### src/rtl/trs_pkg.sv
package trs_pkg;
    localparam int ST_W   = 288;
    localparam int KEY_W  = 80;
    localparam int IV_W   = 80;
    localparam int NLANES = 3;
    // lane base positions and lengths
    localparam int A_LO  = 0;
    localparam int A_LEN = 93;
    localparam int B_LO  = A_LO + A_LEN;
    localparam int B_LEN = 84;
    localparam int C_LO  = B_LO + B_LEN;
    localparam int C_LEN = 111;
    localparam int IV_LO = B_LO;
    localparam int C_ONES = 3;

    typedef logic [ST_W-1:0] state_t;

    typedef enum logic [1:0] {
        PH_IDLE = 2'd0,
        PH_SEEK = 2'd1,
        PH_HIT  = 2'd2,
        PH_MISS = 2'd3
    } phase_e;

    function automatic int lane_lo(input int g);
        return (g == 0) ? A_LO : ((g == 1) ? B_LO : C_LO);
    endfunction

    function automatic int lane_len(input int g);
        return (g == 0) ? A_LEN : ((g == 1) ? B_LEN : C_LEN);
    endfunction
endpackage

### src/rtl/trs_back_step.sv
module trs_back_step
    import trs_pkg::*;
(
    input  state_t cur,
    output state_t prev
);
    logic [NLANES-1:0] fb;

    // rebuild the cell each lane discarded in the forward round
    always_comb begin
        fb[0] = cur[93]  ^ cur[66]  ^ cur[171] ^ (cur[91]  & cur[92]);
        fb[1] = cur[177] ^ cur[162] ^ cur[264] ^ (cur[175] & cur[176]);
        fb[2] = cur[0]   ^ cur[243] ^ cur[69]  ^ (cur[286] & cur[287]);
    end

    for (genvar g = 0; g < NLANES; g++) begin : g_lane
        localparam int LO  = lane_lo(g);
        localparam int LEN = lane_len(g);
        assign prev[LO+LEN-2:LO] = cur[LO+LEN-1:LO+1];
        assign prev[LO+LEN-1]    = fb[g];
    end
endmodule

### src/rtl/trs_load_match.sv
module trs_load_match
    import trs_pkg::*;
(
    input  state_t st,
    output logic   hit
);
    logic pad_a_zero, pad_b_zero, body_c_zero, top_c_ones;

    always_comb begin
        pad_a_zero  = ~|st[A_LO+A_LEN-1:A_LO+KEY_W];
        pad_b_zero  = ~|st[B_LO+B_LEN-1:IV_LO+IV_W];
        body_c_zero = ~|st[C_LO+C_LEN-C_ONES-1:C_LO];
        top_c_ones  = &st[ST_W-1:ST_W-C_ONES];
        hit = pad_a_zero & pad_b_zero & body_c_zero & top_c_ones;
    end
endmodule

### src/rtl/trs_rewinder.sv
module trs_rewinder
    import trs_pkg::*;
#(
    parameter int CNT_W = 16
) (
    input  logic             clk,
    input  logic             rst_n,
    input  logic             go,
    input  logic [ST_W-1:0]  seed_state,
    input  logic [CNT_W-1:0] max_steps,
    output logic [KEY_W-1:0] key_out,
    output logic [IV_W-1:0]  iv_out,
    output logic [CNT_W-1:0] steps_out,
    output logic             done,
    output logic             not_found
);
    typedef struct packed {
        state_t           st;
        logic [CNT_W-1:0] cnt;
        phase_e           ph;
    } regs_t;

    regs_t  r_d, r_q;
    state_t prev_st;
    logic   hit;
    logic   at_limit;

    trs_back_step u_step (
        .cur  (r_q.st),
        .prev (prev_st)
    );

    trs_load_match u_match (
        .st  (r_q.st),
        .hit (hit)
    );

    assign at_limit = (r_q.cnt == max_steps);

    always_comb begin
        r_d = r_q;
        if (go) begin
            r_d.st  = seed_state;
            r_d.cnt = '0;
            r_d.ph  = PH_SEEK;
        end else if (r_q.ph == PH_SEEK) begin
            if (hit) begin
                r_d.ph = PH_HIT;
            end else if (at_limit) begin
                r_d.ph = PH_MISS;
            end else begin
                r_d.st  = prev_st;
                r_d.cnt = r_q.cnt + 1'b1;
            end
        end
    end

    always_ff @(posedge clk or negedge rst_n) begin
        if (!rst_n) begin
            r_q.st  <= '0;
            r_q.cnt <= '0;
            r_q.ph  <= PH_IDLE;
        end else begin
            r_q <= r_d;
        end
    end

    assign key_out   = r_q.st[A_LO+KEY_W-1:A_LO];
    assign iv_out    = r_q.st[IV_LO+IV_W-1:IV_LO];
    assign steps_out = r_q.cnt;
    assign done      = (r_q.ph == PH_HIT);
    assign not_found = (r_q.ph == PH_MISS);

    logic stepping;
    assign stepping = (r_q.ph == PH_SEEK) && !hit && !at_limit && !go;

    a_r5_flags_exclusive: assert property (@(posedge clk) disable iff (!rst_n)
        !(done && not_found));

    a_r2_go_restarts: assert property (@(posedge clk) disable iff (!rst_n)
        go |=> (steps_out == '0) && !done && !not_found);

    a_r3_count_advances: assert property (@(posedge clk) disable iff (!rst_n)
        stepping |=> steps_out == ($past(steps_out) + 1'b1));

    a_r3_lane_a_shift: assert property (@(posedge clk) disable iff (!rst_n)
        stepping |=> r_q.st[A_LEN-2:0] == $past(r_q.st[A_LEN-1:1]));

    a_r8_results_hold: assert property (@(posedge clk) disable iff (!rst_n)
        ((done || not_found) && !go) |=> $stable(r_q.st) && $stable(steps_out));

    a_r6_miss_at_limit: assert property (@(posedge clk) disable iff (!rst_n)
        $rose(not_found) |-> steps_out == $past(max_steps));

    a_r7_hit_over_limit: assert property (@(posedge clk) disable iff (!rst_n)
        ((r_q.ph == PH_SEEK) && hit && !go) |=> done);
endmodule

### config.mk
export PLATFORM = sky130hd
export DESIGN_NAME = trs_rewinder
export DESIGN_NICKNAME = d
export VERILOG_FILES = /design/src/rtl/trs_pkg.sv /design/src/rtl/trs_back_step.sv /design/src/rtl/trs_load_match.sv /design/src/rtl/trs_rewinder.sv
export SDC_FILE = /design/constraint.sdc
export NUM_CORES = 1
export LEC_CHECK = 0
export ABC_AREA = 1
export BUFFER_PORTS_ARGS = -buffer_cell sky130_fd_sc_hd__buf_2
export CAP_MARGIN = 20
export CORE_MARGIN = 5
export CORE_UTILIZATION = 33
export CTS_BUF_LIST = sky130_fd_sc_hd__clkbuf_2 sky130_fd_sc_hd__clkbuf_4 sky130_fd_sc_hd__clkbuf_8
export CTS_CLUSTER_DIAMETER = 40
export CTS_CLUSTER_SIZE = 12
export DETAILED_ROUTE_END_ITERATION = 6
export MAX_ROUTING_LAYER = met4
export PLACE_DENSITY = 0.54
export SLEW_MARGIN = 40
export SYNTH_ARGS = -nofsm -noshare
export SYNTH_HDL_FRONTEND = slang
export SYNTH_HIERARCHICAL = 1
export SYNTH_SLANG_ARGS = --single-unit
### constraint.sdc
create_clock -name clk -period 2.02 [get_ports clk]
set_input_delay 0.404 -clock clk [delete_from_list [all_inputs] [get_ports clk]]
set_output_delay 0.404 -clock clk [all_outputs]
set_load 0.02 [all_outputs]
* Word level (Yosys, flattened, before mapping)
Cells that the tools add are included.
** Storage, ports and cells
- Register bits :: 306
- Bits of input ports :: 307
- Output and inout bits :: 178
- Logic and storage cells :: 42
** Operators by class
- Add/sub/neg operators :: 1
- Equal/unequal tests :: 6
- Multiplexer cells :: 6
- Bitwise gates (word level) :: 15
- Reduce and logical (&&, ||, !) cells :: 11
** Operators with widths (count)
- 306-bit 2-to-1 mux :: 2
- 304-bit 2-to-1 mux :: 2
- 108-bit OR reduction :: 1
- 16-bit by 1-bit adder with 16-bit output (second input constant) :: 1
- 16-bit == test :: 1
- 13-bit OR reduction :: 1
- 1-bit XOR :: 9
- 1-bit bitwise AND :: 6
- 3-bit AND reduction :: 2
- 2-bit == test (second input constant) :: 2
- 2-bit 2-to-1 mux :: 2
- 2-bit != test (second input constant) :: 2
- 4-bit OR reduction :: 1
- 1-bit logical NOT :: 3
- 3-bit nonzero test :: 1
- 2-bit by 1-bit == test with 1-bit output (second input constant) :: 1
- 2-bit AND reduction :: 1
- 2-bit nonzero test :: 1

* Longest topological paths before layout
- Word-level depth :: 8
- Depth in mapped cells :: 15
- Gate-level depth less buffers :: 13

* Modules after synthesis
Netlist, hierarchy kept.
** By module, submodules not included
- trs_rewinder :: times used 1, cells an instance 2615, area an instance 17794.6 sq um
- trs_back_step :: times used 1, cells an instance 333, area an instance 2327.2 sq um
- trs_load_match :: times used 1, cells an instance 129, area an instance 484.2 sq um

* Least setup slack after synthesis
OpenSTA, ideal clock, no wires.
- Kind :: register to register
- Start :: reg r_q[261] (netlist name)
- End :: reg r_q[260] (netlist name)
- Data arrival time :: 1682 ps
- Required time :: 1903 ps
- Setup slack :: 221 ps
- Stages on the path, launching flop included :: 15
- Clock period less this slack :: 1799 ps
- Cell sequence :: dfrtp_1 nor2_1 nand2_1 nor2_1 nand2_1 nor2_1 nand2_1 nor2_1 nor2_2 nand2_4 nand2_4 buf_6 buf_2 nand2_1 nand2_1
** On the way
- Cells in the longest elaborated chain, start to end :: 6
- Elaborated cells between the ends (all ways) :: 10
** Ends and longest elaborated chain
- 108-bit OR reduction :: line trs_load_match.sv:12 : body_c_zero = ~|st[C_LO+C_LEN-C_ONES-1:C_LO];
- 1-bit logical NOT :: line trs_load_match.sv:12
- 1-bit bitwise AND (2 in series) :: line trs_load_match.sv:14 : hit = pad_a_zero & pad_b_zero & body_c_zero & top_c_ones;
- net hit :: line trs_rewinder.sv:25 : logic hit;
- 2-bit != test (no line)
- 3-bit AND reduction (no line)
The timed path passes the listed nets, and every way through them passes these cells. The select of a mux whose other input is x is not followed.
A chain may end at the register's enable or synchronous reset.

* Worst setup path after layout
- Start :: reg r_q[99] (netlist name)
- End :: reg r_q[193] (netlist name)
** On the way
- Cells in the longest elaborated chain, start to end :: 7
** Ends and longest elaborated chain
- 13-bit OR reduction :: line trs_load_match.sv:10 : pad_a_zero = ~|st[A_LO+A_LEN-1:A_LO+KEY_W];
- 1-bit logical NOT :: line trs_load_match.sv:10
- 1-bit bitwise AND (3 in series) :: line trs_load_match.sv:14
- net hit :: line trs_rewinder.sv:25
- 2-bit != test (no line)
- 3-bit AND reduction (no line)
The timed path passes the listed nets, and every way through them passes these cells.

==> impl_metrics.toml <==
[status]
status = "finished with violations"
violations = "setup timing"

[finish]
regArea_sq_um = 7660
drive_above_1_share_pct = 30.3
area_growth_pct = 27.5
finalNonFillerCells = 4246
fin_nets = 3652
fillCellCount = 6465
multi_input_area_sq_um = 9060

[timing]
slew_violations = 0
hold_violations = 0
setup_viol = 274
fmax_mhz = 468
period_needed_ns = 2.14
period_share_pct = 106
setup_ws_ns = -0.116
tightest_slew_ns = 0.594
rsz0062_at_grt = "yes"
fin_skew_ns = 0.0361
finalSetupTns_ns = -15.84
max-slew-margin-rel_pct = 60.4

[min_path]
hold_path.class = "input port to register"

[drt]
final_antenna_net_count = 0
met3_length_microns = 3300
drt_first_pass_iters = 5
drcViolationCount = 0
m1WireLength_microns = 29900
met2_length_microns = 32300
post_drt_wl_per_cell_microns = 15.8
drtIter0Drc = 1156
vias_per_cell = 4.46
drt_wl_total_microns = 67200
top_layer = "met4"
vias = 18900

[critical_path]
worstPathRequired_ns = 2.54
path_class = "register to register"
arrival_ns = 2.66
end_kind = "register"
cp_max_fo = 5
startpoint_type = "register"

[clocking]
cts.reportedPaths.clkPinSlew_ns = 0.06
cts_buffers = 69
cts-root-buf = "clkbuf_8"
clk_path_buf_depth = 3
cts_tree = "done"
htreeDepth = 3
clkLatencyLatePin_ns = 0.64
clock_sinks = 306

[placement]
port_buffers = 484
dpl.cell_count = 3972
gp_congestion = 0.838
detailed_place_hpwl_microns = 43000

[floorplanning]
fp.dieW_microns = 260
io_pins = 485
initial_core_util_pct = 33.3
fp.dieArea_sq_um = 67500
fp.dieH_microns = 260
rows = 91
core_area_sq_um = 61800

[power_and_ir_drop]
p_leak_nw = 14.8
power_density_nw_per_um2 = 877
irDropWorstVdd_mv = 0.454

[global_routing]
grt_overflow_total = 0
grt_max_degree = 87
grt_pass1_wl_microns = 99700
grt_util_all_layers_pct = 18.9
antenna_found_initial = 12
first_global_vias = 18100

[yosys]
synth_cells = 3077
syn_area_sq_um = 20600
syn_area_per_cell_sq_um = 6.70
synth_seq_area_share_pct = 37.2
synth_nets = 3385
yosysWarnings = 6
synth_cell_types = 19
ys_ff_latch = 306

[run]
maxCapViolations = 0
-- Yosys cell counts (all sizes together) --
master,number,area (sq um)
clkbuf,104,390
nand3,318,1590
ha,1,12.5
xor2,8,70.1
o21ai,2,10.0
dfrtp,306,7660
nand4,21,131
o211ai,1,7.51
buf,526,4000
nor2,116,438
nand2,1616,6080
inv,58,218
-- path summary, 6_finish.rpt --
kind / from / to / slack [ns] / cells past startpoint
worst max-delay path: r_q[99] / r_q[193] / -0.12 / 15
worst min-delay path: seed_state[250] / r_q[268] / 0.07 / 5
worst max register to register: r_q[99] / r_q[193] / -0.12 / 15
worst min register to register: key_out[27] / key_out[27] / 0.52 / 2
max in group asynchronous: rst_n / r_q[110] / 1.03 / 3
min in group asynchronous: rst_n / r_q[244] / 0.33 / 2
-- layout make-up --
class / instances / share of cell area, %
clock buffer: 94 / 4.64
multi-input combinational: 2085 / 34.5
sequential: 306 / 29.1
tap: 837 / 3.99
clock inverter: 31 / 1.33
antenna: 11 / 0.105
inverter: 58 / 0.857
timing repair buffer: 824 / 25.5
-- timing repair --
| action | 4_1_cts | 5_1_grt |
|---|---|---|
| hold endpoints to repair | 124 | 0 |
| gates cloned | 17 | 26 |
| pin swaps | 14 | 87 |
| buffers inserted | 10 | 2 |
| gates resized for setup | 76 | 142 |
| hold buffers | 87 | 0 |
| setup endpoints to repair | 304 | 304 |
-- routing by layer --
| metal | global-route usage (%) | vias to the layer above |
|---|---|---|
| met5 | - | - |
| met4 | 6.40 | 0 |
| met3 | 3.74 | 112 |
| met2 | 29.4 | 477 |
| met1 | 24.7 | 8737 |
| li1 | - | 9591 |
-- power breakdown --
part	internal, W	total, W	switching [W]
Sequential	0.00714	0.00799	0.000850
Combinational	0.00314	0.00709	0.00395
Clock	0.00475	0.00796	0.00321
-- state kept, by name, indices dropped and copies added (netlist names) --
name	flops
iv_out	80
key_out	80
r_q	130
steps_out	16
-- per-stage QoR --
step	power (W)	setup WS (ns)	area (sq um)	hold slack, ns	utilization [%]
2_1_floorplan	0.0133	0.221	20600	0.108	-
3_3_place_gp	0.0139	-0.333	21800	0.407	35.3
3_5_place_dp	0.0139	-0.354	21800	0.408	35.3
4_1_cts	0.0227	-0.189	25100	0.000212	40.6
5_1_grt	0.0245	-0.265	26300	0.0243	42.5
6_report	0.0230	-0.116	26300	0.0748	42.5
-- layout by cell type, fill, tap and decap left out, types with 9 or more instances in the layout --
cell	count
buf_12	52
nor2_1	110
diode_2	11
buf_2	482
clkinv_2	12
buf_6	11
nand2_2	45
clkbuf_16	22
dfrtp_1	306
nand4_1	21
dlygate4sd3_1	87
inv_1	44
nand2_4	9
buf_4	144
inv_2	13
nand2_1	1561
nand3_1	227
clkbuf_8	82
buf_8	9
buf_16	16
nand3_2	89
clkbuf_4	12
-- kinds of logic after synthesis --
family	Yosys count	synth area share (%)
adder cells (fa/ha/maj)	1	0.0607
AO/OA/AOI/OAI	3	0.0850
flip-flops	306	37.2
buffers and inverters	688	22.3
AND/OR/NAND/NOR	2071	40.0
XOR/XNOR	8	0.340
-- critical path: stages, from the launching register on --
cell and delay (ns):
dfrtp_1 0.40, nor2_2 0.18, nand2_1 0.08, nor2_2 0.16, nand2_4 0.08, nor2_4 0.12, nand2_2 0.08, nor2_4 0.12
nor2_4 0.06, nand2_8 0.09, nand2_8 0.08, buf_12 0.16, buf_12 0.14, clkbuf_16 0.16, nand2_4 0.05, nand2_2 0.04
(Power assumes the default switching activity.)
